`src/rtl/stencil_pkg.sv`:
```
package stencil_pkg;

  // marker carried alongside each sample through the delay structure
  typedef struct packed {
    logic live;   // real image sample, not a drain beat
    logic sof;    // first sample of a frame
  } node_tag_t;

  localparam int unsigned TAG_W = $bits(node_tag_t);

  function automatic node_tag_t make_tag(input logic flush, input logic sof);
    node_tag_t t;
    t.live = ~flush;
    t.sof  = sof & ~flush;
    return t;
  endfunction

endpackage

```
`src/rtl/sc_delay_line.sv`:
```
module sc_delay_line #(
  parameter int unsigned W     = 12,
  parameter int unsigned DEPTH = 1
) (
  input  logic         clk,
  input  logic         rst_n,
  input  logic         en,
  input  logic [W-1:0] d,
  output logic [W-1:0] q
);

  logic [W-1:0] stage [DEPTH];

  always_ff @(posedge clk or negedge rst_n) begin
    if (!rst_n) begin
      for (int i = 0; i < int'(DEPTH); i++) stage[i] <= '0;
    end else if (en) begin
      stage[0] <= d;
      for (int i = 1; i < int'(DEPTH); i++) stage[i] <= stage[i-1];
    end
  end

  assign q = stage[DEPTH-1];

endmodule

```
`src/rtl/sc_pos_track.sv`:
```
module sc_pos_track #(
  parameter int unsigned WIDTH  = 8,
  parameter int unsigned HEIGHT = 5,
  localparam int unsigned CW = $clog2(WIDTH  > 1 ? WIDTH  : 2),
  localparam int unsigned RW = $clog2(HEIGHT > 1 ? HEIGHT : 2)
) (
  input  logic clk,
  input  logic rst_n,
  input  logic adv,        // a new live node becomes the centre
  input  logic adv_sof,    // that node starts a frame
  output logic edge_top,
  output logic edge_bot,
  output logic edge_lft,
  output logic edge_rgt
);

  localparam logic [CW-1:0] COL_LAST = CW'(WIDTH - 1);
  localparam logic [RW-1:0] ROW_LAST = RW'(HEIGHT - 1);

  logic [CW-1:0] col_q;
  logic [RW-1:0] row_q;

  // reset to the last position so an unmarked first frame still starts at 0,0
  always_ff @(posedge clk or negedge rst_n) begin
    if (!rst_n) begin
      col_q <= COL_LAST;
      row_q <= ROW_LAST;
    end else if (adv) begin
      if (adv_sof) begin
        col_q <= '0;
        row_q <= '0;
      end else if (col_q == COL_LAST) begin
        col_q <= '0;
        row_q <= (row_q == ROW_LAST) ? '0 : row_q + 1'b1;
      end else begin
        col_q <= col_q + 1'b1;
      end
    end
  end

  assign edge_top = (row_q == '0);
  assign edge_bot = (row_q == ROW_LAST);
  assign edge_lft = (col_q == '0);
  assign edge_rgt = (col_q == COL_LAST);

endmodule

```
`src/rtl/sc_nbr_select.sv`:
```
module sc_nbr_select #(
  parameter int unsigned DW = 12
) (
  input  logic [DW-1:0] centre,
  input  logic [DW-1:0] raw_lft,
  input  logic [DW-1:0] raw_rgt,
  input  logic [DW-1:0] raw_up,
  input  logic [DW-1:0] raw_dn,
  input  logic          edge_top,
  input  logic          edge_bot,
  input  logic          edge_lft,
  input  logic          edge_rgt,
  output logic [DW-1:0] sel_lft,
  output logic [DW-1:0] sel_rgt,
  output logic [DW-1:0] sel_up,
  output logic [DW-1:0] sel_dn
);

  logic [3:0]          at_edge;
  logic [3:0][DW-1:0]  raw;
  logic [3:0][DW-1:0]  sel;

  assign at_edge = {edge_bot, edge_top, edge_rgt, edge_lft};
  assign raw     = {raw_dn, raw_up, raw_rgt, raw_lft};

  for (genvar k = 0; k < 4; k++) begin : g_side
    assign sel[k] = at_edge[k] ? centre : raw[k];
  end

  assign sel_lft = sel[0];
  assign sel_rgt = sel[1];
  assign sel_up  = sel[2];
  assign sel_dn  = sel[3];

endmodule

```
`src/rtl/stencil_cache.sv`:
```
module stencil_cache
  import stencil_pkg::*;
#(
  parameter int unsigned DW     = 12,
  parameter int unsigned SW     = 12,
  parameter int unsigned WIDTH  = 8,
  parameter int unsigned HEIGHT = 5
) (
  input  logic          clk,
  input  logic          rst_n,
  input  logic          in_valid,
  output logic          in_ready,
  input  logic          in_flush,
  input  logic          in_sof,
  input  logic [DW-1:0] in_phi,
  input  logic [SW-1:0] in_spd,
  output logic          out_valid,
  input  logic          out_ready,
  output logic          out_sof,
  output logic [DW-1:0] out_centre,
  output logic [DW-1:0] out_left,
  output logic [DW-1:0] out_right,
  output logic [DW-1:0] out_up,
  output logic [DW-1:0] out_down,
  output logic [SW-1:0] out_spd,
  output logic          out_edge_top,
  output logic          out_edge_bot,
  output logic          out_edge_lft,
  output logic          out_edge_rgt
);

  // the centre sits WIDTH beats behind the newest sample, which is one register deep
  localparam int unsigned ROWBUF_D = WIDTH - 1;
  localparam int unsigned CTR_LAG  = WIDTH + 1;

  logic      accept, fire, taken_q;
  node_tag_t tag_in, tag_pre, tag_ctr;
  logic [TAG_W-1:0] tag_pre_v, tag_ctr_v;

  logic [DW-1:0] t_dn, t_rgt, t_ctr, t_lft, t_up;

  assign accept = in_valid & in_ready;
  assign fire   = out_valid & out_ready;
  assign tag_in = make_tag(in_flush, in_sof);

  // field taps: newest -> right -> centre -> left -> above
  sc_delay_line #(.W(DW), .DEPTH(1)) u_head (
    .clk(clk), .rst_n(rst_n), .en(accept), .d(in_phi), .q(t_dn));
  sc_delay_line #(.W(DW), .DEPTH(ROWBUF_D)) u_row_near (
    .clk(clk), .rst_n(rst_n), .en(accept), .d(t_dn), .q(t_rgt));
  sc_delay_line #(.W(DW), .DEPTH(1)) u_ctr_reg (
    .clk(clk), .rst_n(rst_n), .en(accept), .d(t_rgt), .q(t_ctr));
  sc_delay_line #(.W(DW), .DEPTH(1)) u_lft_reg (
    .clk(clk), .rst_n(rst_n), .en(accept), .d(t_ctr), .q(t_lft));
  sc_delay_line #(.W(DW), .DEPTH(ROWBUF_D)) u_row_far (
    .clk(clk), .rst_n(rst_n), .en(accept), .d(t_lft), .q(t_up));

  // speed follows the centre
  sc_delay_line #(.W(SW), .DEPTH(CTR_LAG)) u_spd_dly (
    .clk(clk), .rst_n(rst_n), .en(accept), .d(in_spd), .q(out_spd));

  // markers: split so the tracker sees the next centre's marker before the shift
  sc_delay_line #(.W(TAG_W), .DEPTH(WIDTH)) u_tag_pre (
    .clk(clk), .rst_n(rst_n), .en(accept), .d(tag_in), .q(tag_pre_v));
  sc_delay_line #(.W(TAG_W), .DEPTH(1)) u_tag_ctr (
    .clk(clk), .rst_n(rst_n), .en(accept), .d(tag_pre_v), .q(tag_ctr_v));

  assign tag_pre = node_tag_t'(tag_pre_v);
  assign tag_ctr = node_tag_t'(tag_ctr_v);

  // a presented centre is consumed once; a new shift brings the next one
  always_ff @(posedge clk or negedge rst_n) begin
    if (!rst_n)      taken_q <= 1'b0;
    else if (accept) taken_q <= 1'b0;
    else if (fire)   taken_q <= 1'b1;
  end

  assign out_valid = tag_ctr.live & ~taken_q;
  assign in_ready  = ~out_valid | out_ready;
  assign out_sof   = tag_ctr.sof;
  assign out_centre = t_ctr;

  sc_pos_track #(.WIDTH(WIDTH), .HEIGHT(HEIGHT)) u_pos (
    .clk      (clk),
    .rst_n    (rst_n),
    .adv      (accept & tag_pre.live),
    .adv_sof  (tag_pre.sof),
    .edge_top (out_edge_top),
    .edge_bot (out_edge_bot),
    .edge_lft (out_edge_lft),
    .edge_rgt (out_edge_rgt)
  );

  sc_nbr_select #(.DW(DW)) u_sel (
    .centre   (t_ctr),
    .raw_lft  (t_lft),
    .raw_rgt  (t_rgt),
    .raw_up   (t_up),
    .raw_dn   (t_dn),
    .edge_top (out_edge_top),
    .edge_bot (out_edge_bot),
    .edge_lft (out_edge_lft),
    .edge_rgt (out_edge_rgt),
    .sel_lft  (out_left),
    .sel_rgt  (out_right),
    .sel_up   (out_up),
    .sel_dn   (out_down)
  );

endmodule

```
`config.mk`:
```
export PLATFORM = sky130hd
export DESIGN_NAME = stencil_cache
export DESIGN_NICKNAME = d
export VERILOG_FILES = /design/src/rtl/stencil_pkg.sv /design/src/rtl/sc_delay_line.sv /design/src/rtl/sc_pos_track.sv /design/src/rtl/sc_nbr_select.sv /design/src/rtl/stencil_cache.sv
export SDC_FILE = /design/constraint.sdc
export NUM_CORES = 1
export LEC_CHECK = 0
export BUFFER_PORTS_ARGS = -buffer_cell sky130_fd_sc_hd__buf_2
export CORE_ASPECT_RATIO = 0.7
export CORE_MARGIN = 2
export CORE_UTILIZATION = 65
export DETAILED_ROUTE_END_ITERATION = 7
export PLACE_DENSITY = 0.85
export SYNTH_ARGS = -nofsm -noshare
export SYNTH_HDL_FRONTEND = slang
export SYNTH_HIERARCHICAL = 1
export SYNTH_SLANG_ARGS = --single-unit
```
`constraint.sdc`:
```
create_clock -name clk -period 6.12 [get_ports clk]
set_clock_uncertainty 0.1 [all_clocks]
set_input_delay 0.612 -clock clk [delete_from_list [all_inputs] [get_ports clk]]
set_output_delay 0.612 -clock clk [all_outputs]
set_load 0.02 [all_outputs]
```
# Word level (Yosys, flattened, before mapping)
# Index checks and enable logic that the tools add are counted.
[totals]
ff_bits = 337
in_bits = 30
out_inout_bits = 79
wordCells = 67
[classes]
n_addsub = 2
eq_ne = 2
muxes = 11
bitwise_logic = 9
n_reduce_logical = 5
[op_table]
columns = ["operator", "n"]
rows = [
  ["12-bit two-way mux", 4],
  ["3-bit two-way mux", 5],
  ["3-bit by 1-bit adder with 3-bit output (second input constant)", 2],
  ["3-bit == test (second input constant)", 2],
  ["3-bit zero test", 2],
  ["1-bit bitwise AND", 5],
  ["2-bit nonzero test", 2],
  ["1-bit inverter", 3],
  ["1-bit two-way mux", 2],
  ["2-bit AND reduction", 1],
  ["1-bit OR", 1],
]

# Logic depth before layout (Yosys ltp)
[logic_depth]
word_depth = 7
depth_mapped = 6
ltp_nobuf = 4

# Hierarchy
# The synthesis kept the hierarchy.
[by_module_without_submodules]
columns = ["module", "instances", "cells_each", "area_each_um2", "seq_area_each_um2"]
rows = [
  ["sc_delay_line (u_row_far ...)", 2, 189, 3452.1, 2102.0],
  ["sc_delay_line (u_spd_dly)", 1, 240, 4169.0, 2702.6],
  ["sc_delay_line (u_ctr_reg ...)", 3, 25, 484.2, 300.3],
  ["sc_nbr_select", 1, 52, 735.7, 0.0],
  ["sc_delay_line (u_tag_pre)", 1, 36, 664.4, 400.4],
  ["sc_pos_track", 1, 34, 369.1, 155.1],
  ["stencil_cache", 1, 9, 73.8, 25.0],
  ["sc_delay_line (u_tag_ctr)", 1, 4, 72.6, 50.0],
]

# Worst setup path after synthesis
# OpenSTA, ideal clock, no wires.
[synth_timing]
path_kind = "in2reg"
start = "input out_ready"
end = "register u_spd_dly.stage, in the netlist u_spd_dly/q[10]"
setup_ps = 125
arrival_time_ps = 2289
required_time_ps = 5895
slack_ps = 3606
stages = 6
path_buffers = 3
path_cell_list = "or3b_1 and2_1 buf_6 buf_6 buf_6 mux2_4"
[synth_via]
elab_chain_cells = 2
[synth_rtl]
columns = ["item", "line", "source"]
rows = [
  ["start, declared", "stencil_cache.sv:18", "input logic out_ready,"],
  ["1-bit OR", "stencil_cache.sv:79", "assign in_ready = ~out_valid | out_ready;"],
  ["1-bit bitwise AND", "stencil_cache.sv:42", "assign accept = in_valid & in_ready;"],
  ["via accept", "stencil_cache.sv:36", "logic accept, fire, taken_q;"],
  ["end, declared", "sc_delay_line.sv:12", "logic [W-1:0] stage [DEPTH];"],
]
# The timed path passes the listed nets, and every way through them passes these cells.
# A chain may end at the register's enable or synchronous reset.

# Worst setup path after layout
[layout_timing]
start = "register u_pos.col_q[0]"
end = "output out_right[11]"
[layout_via]
elab_chain_cells = 2
[layout_rtl]
columns = ["item", "line", "source"]
rows = [
  ["start, declared", "sc_pos_track.sv:20", "logic [CW-1:0] col_q;"],
  ["start signal, assigned", "sc_pos_track.sv:36", "col_q <= col_q + 1'b1;"],
  ["3-bit == test", "sc_pos_track.sv:44", "assign edge_rgt = (col_q == COL_LAST);"],
  ["12-bit two-way mux", "sc_nbr_select.sv:27", "assign sel[k] = at_edge[k] ? centre : raw[k];"],
  ["end, declared", "stencil_cache.sv:22", "output logic [DW-1:0] out_right,"],
]
# Every way passes these cells.

==> impl_results.md <==
* Status: complete, but fails checks
* Failing checks: hold timing
* Worst-Margin Slew at 1.106 ns
* Ranking of synthesized cells by area: dfrtp_1, mux2_4, mux2_2, buf_6, buf_4
* CTS tree: built
* Combinational share of power at 34.1%
* Max Cap Viol at 0
* Final Util at 72.08%
* Worst setup path class: register to output port
* Final min period at 3.459 ns
* Flops & latches, synth at 337
* Mux cell area share after synthesis at 35.19%
* Int Pwr at 6147 uW
* 1st-pass router iterations at 4
* FMAX at 289.1 MHz
* WL per Instance at 19.54 um
* Clk slew on worst S/H paths at 0.06 ns
* WP data arrival at 2.75 ns
* Fillcell total at 1,326
* Die area at 23,450 um^2
* Number of cell rows at 45
* CP Launch Point: u_pos/col_q[0]$_DFFE_PN1P_
* Compound-Gate Fraction of Synth Area at 0.5285%
* Syn nets at 863
* Fin. Hold Viols at 11
* Layout area overhead at 8.473%
* Gp weighted congestion at 0.7718
* Worst slack, placed at 3.069 ns
* Yosys cell types at 25
* Final worst slack at 2.661 ns
* Mapped Area at 14,440 um^2
* Switching fraction of total power at 30.49%
* Nets at 931
* Vias in the first global route at 6,747
* Setup repair bufs after CTS at 0
* Area share of fa/ha/maj cells after synthesis at 0.4332%
* Chip Width at 182.2 um
* Startpoint types: register
* Hpwl dp at 14.84 mm
* Ys Warns at 6
* Clock share of power at 19.6%
* GR Overflow Total at 0
* Wirelength, routed at 23.45 mm
* Largest net degree at the start of global routing at 180
* Simple-gate share of the synthesized area at 0.7018%
* Chip height at 128.7 um
* Setup Total Neg Slack at 0 ns
* CP Max Fanout at 20
* Part of the power in registers at 46.3%
* Largest area contributor in the netlist: dfrtp_1
* Longest Clk Path Bufs at 3
* Number of port buffers at 108
* Pwr Density at 564.5 nW/um^2
* RSZ-0062 raised after global routing: false
* Setup crit end kind: output port
* Clock latency on the worst-skew pair at 0.54 ns
* Flop2flop setup slack at 3.29 ns
* Share of cells above drive strength 1 at 58.50%
* Largest family of logic cells by synthesized area: multiplexers
* Cts repair resizes at 0
* First-pass GRT wire length at 37.85 mm
* Number of diodes at 0
* Number of antenna violations at the first check in global routing at 0
* CTS root buffer: clkbuf_16
* Rel. slew slack at 26.28%
* CTS Hold Buffers Added at 0
* Starting Density at 66.45%
* Core ar. at 21,730 um^2
* Gr usage total at 20.44%
* Min Hold Slack at -0.01999 ns
* Share of the synthesized area in the top cell type at 57.70%
* Routed Antenna Nets at 0
* Vias at 6,596
* Boundary pin count at 109
* Total net switching power at 2696 uW
* R2R Path End: u_row_far/stage[17]$_DFFE_PN0P_
* # setup viols final at 0
* Sequential area share after synthesis at 58.43%
* Critical Path RT at 5.41 ns
* Syn avg cell area at 17.44 um^2
* Residual DRC count at 0
* Final Max Slew Viols at 0
* Pwr Total at 8843 uW
* Routed vias/inst at 5.497
* Crit Reg-Reg Startpoint: u_tag_ctr/q[1]$_DFFE_PN0P_
* Leakage at 0.007417 uW
* Worst Setup EP: out_right[11]
* H-tree depth at 1
* Clock sink count at 337
* Reg2reg path depth at 4
* Fin crit share at 56.52%
* Mapped Cells at 828
* CTS buffer count at 30
* 1st-iter DRT viols at 382
* HP Class: input pin to asynchronous set/reset pin
* Post-Synth XOR/XNOR Area at 0%
* Max VDD drop at 0.0003584 V
[power groups by stage]
stage | clock network [uW] | logic (uW) | registers (uW)
after floorplan | 0 | 2670 | 3830
after global placement | 0 | 2930 | 4030
after detailed placement | 0 | 3040 | 4110
after CTS | 1780 | 3050 | 4090
after global routing | 1870 | 3200 | 4230
final | 1730 | 3020 | 4090
[layout by cell type (no fill, tap or decap), types with 2 or more instances in the layout]
cell,instances
ha_1,5
a21oi_1,2
buf_4,2
o21ai_0,2
clkinv_2,5
nor2b_1,2
buf_12,3
nor2_1,2
a22o_1,2
mux2_4,220
inv_1,6
buf_2,107
dfrtp_1,333
dfstp_2,4
a32o_1,2
mux2_2,158
clkbuf_16,31
clkbuf_1,15
and2b_1,3
clkbuf_8,3
[per-layer routing]
layer	up-vias	wire (um)	track usage [%]	part of all wire, %
li1	3025	-	-	-
met1	3462	11770	31.59	50
met2	85	10710	31.28	46
met3	24	680	3.227	2.9
met4	0	284	4.222	1.2
met5	-	0	0	0
[sequential cells by signal (all words and copies together) (netlist names)]
signal,cells
u_tag_pre/q,2
u_spd_dly/stage,96
u_tag_ctr/q,2
u_row_far/q,12
taken_q,1
u_pos/col_q,3
u_row_near/stage,72
u_lft_reg/q,12
u_row_near/q,12
u_pos/row_q,3
u_tag_pre/stage,14
u_spd_dly/q,12
u_ctr_reg/q,12
u_row_far/stage,72
u_head/q,12
[critical path, stage by stage, from the launching register on]
cell     delay, ns
dfstp_2       0.56
ha_1          0.16
ha_1          0.89
mux2_2        0.45
buf_2         0.16
[worst min-delay path by stage]
| stage | from | endpoint | cells past startpoint | slack (ns) |
|---|---|---|---|---|
| after floorplan | rst_n | taken_q$_DFFE_PN0P_ | 0 | 0.22 |
| after global placement | u_spd_dly/stage[96]$_DFFE_PN0P_ | u_spd_dly/stage[84]$_DFFE_PN0P_ | 1 | 0.38 |
| after detailed placement | u_tag_pre/stage[13]$_DFFE_PN0P_ | u_tag_pre/stage[11]$_DFFE_PN0P_ | 1 | 0.39 |
| after CTS | rst_n | u_spd_dly/stage[25]$_DFFE_PN0P_ | 1 | 0.03 |
| after global routing | rst_n | u_spd_dly/stage[25]$_DFFE_PN0P_ | 1 | 0.06 |
| final | rst_n | u_spd_dly/stage[13]$_DFFE_PN0P_ | 1 | -0.02 |
[area by class of cell]
class / count / area, um^2 / share of cell area [%]
tap: 282 / 352.8 / 2.252
clock buffer: 49 / 873.3 / 5.575
sequential: 337 / 8438 / 53.87
clock inverter: 5 / 25.02 / 0.1597
multi-input combinational: 408 / 5328 / 34.01
timing repair buffer: 113 / 625.6 / 3.994
inverter: 6 / 22.52 / 0.1438
[per-stage QoR]
stage | cells | instance area, um^2 | hold slack [ns]
after floorplan | 828 | 14440 | 0.2164
after global placement | 1146 | 14770 | 0.3823
after detailed placement | 1146 | 14770 | 0.3880
after CTS | 1200 | 15670 | 0.03264
after global routing | 1200 | 15670 | 0.06357
final | 1200 | 15670 | -0.01999
[cell usage after synthesis]
cell,number
or3b_1,1
and2b_2,1
a32o_1,2
o21ai_0,2
nor2b_1,3
a221o_1,1
a22o_1,2
buf_6,26
nand2_1,1
and3_1,1
mux2_2,158
buf_4,38
o32ai_1,1
a21oi_1,2
and2b_1,3
and4bb_1,1
dfrtp_1,333
mux2_4,220
inv_1,6
and2_1,2
ha_1,5
buf_2,12
nor2_1,2
buf_12,1
dfstp_2,4
[kinds of logic (layout without fill, tap and decap cells)]
kind of cell	Yosys count	after routing
AND/OR/NAND/NOR	15	15
multiplexers	378	378
AO/OA/AOI/OAI	10	10
flip-flops	337	337
buffers and inverters	83	173
adder cells (fa/ha/maj)	5	5
Note: power is estimated with default switching activity, not from simulation.
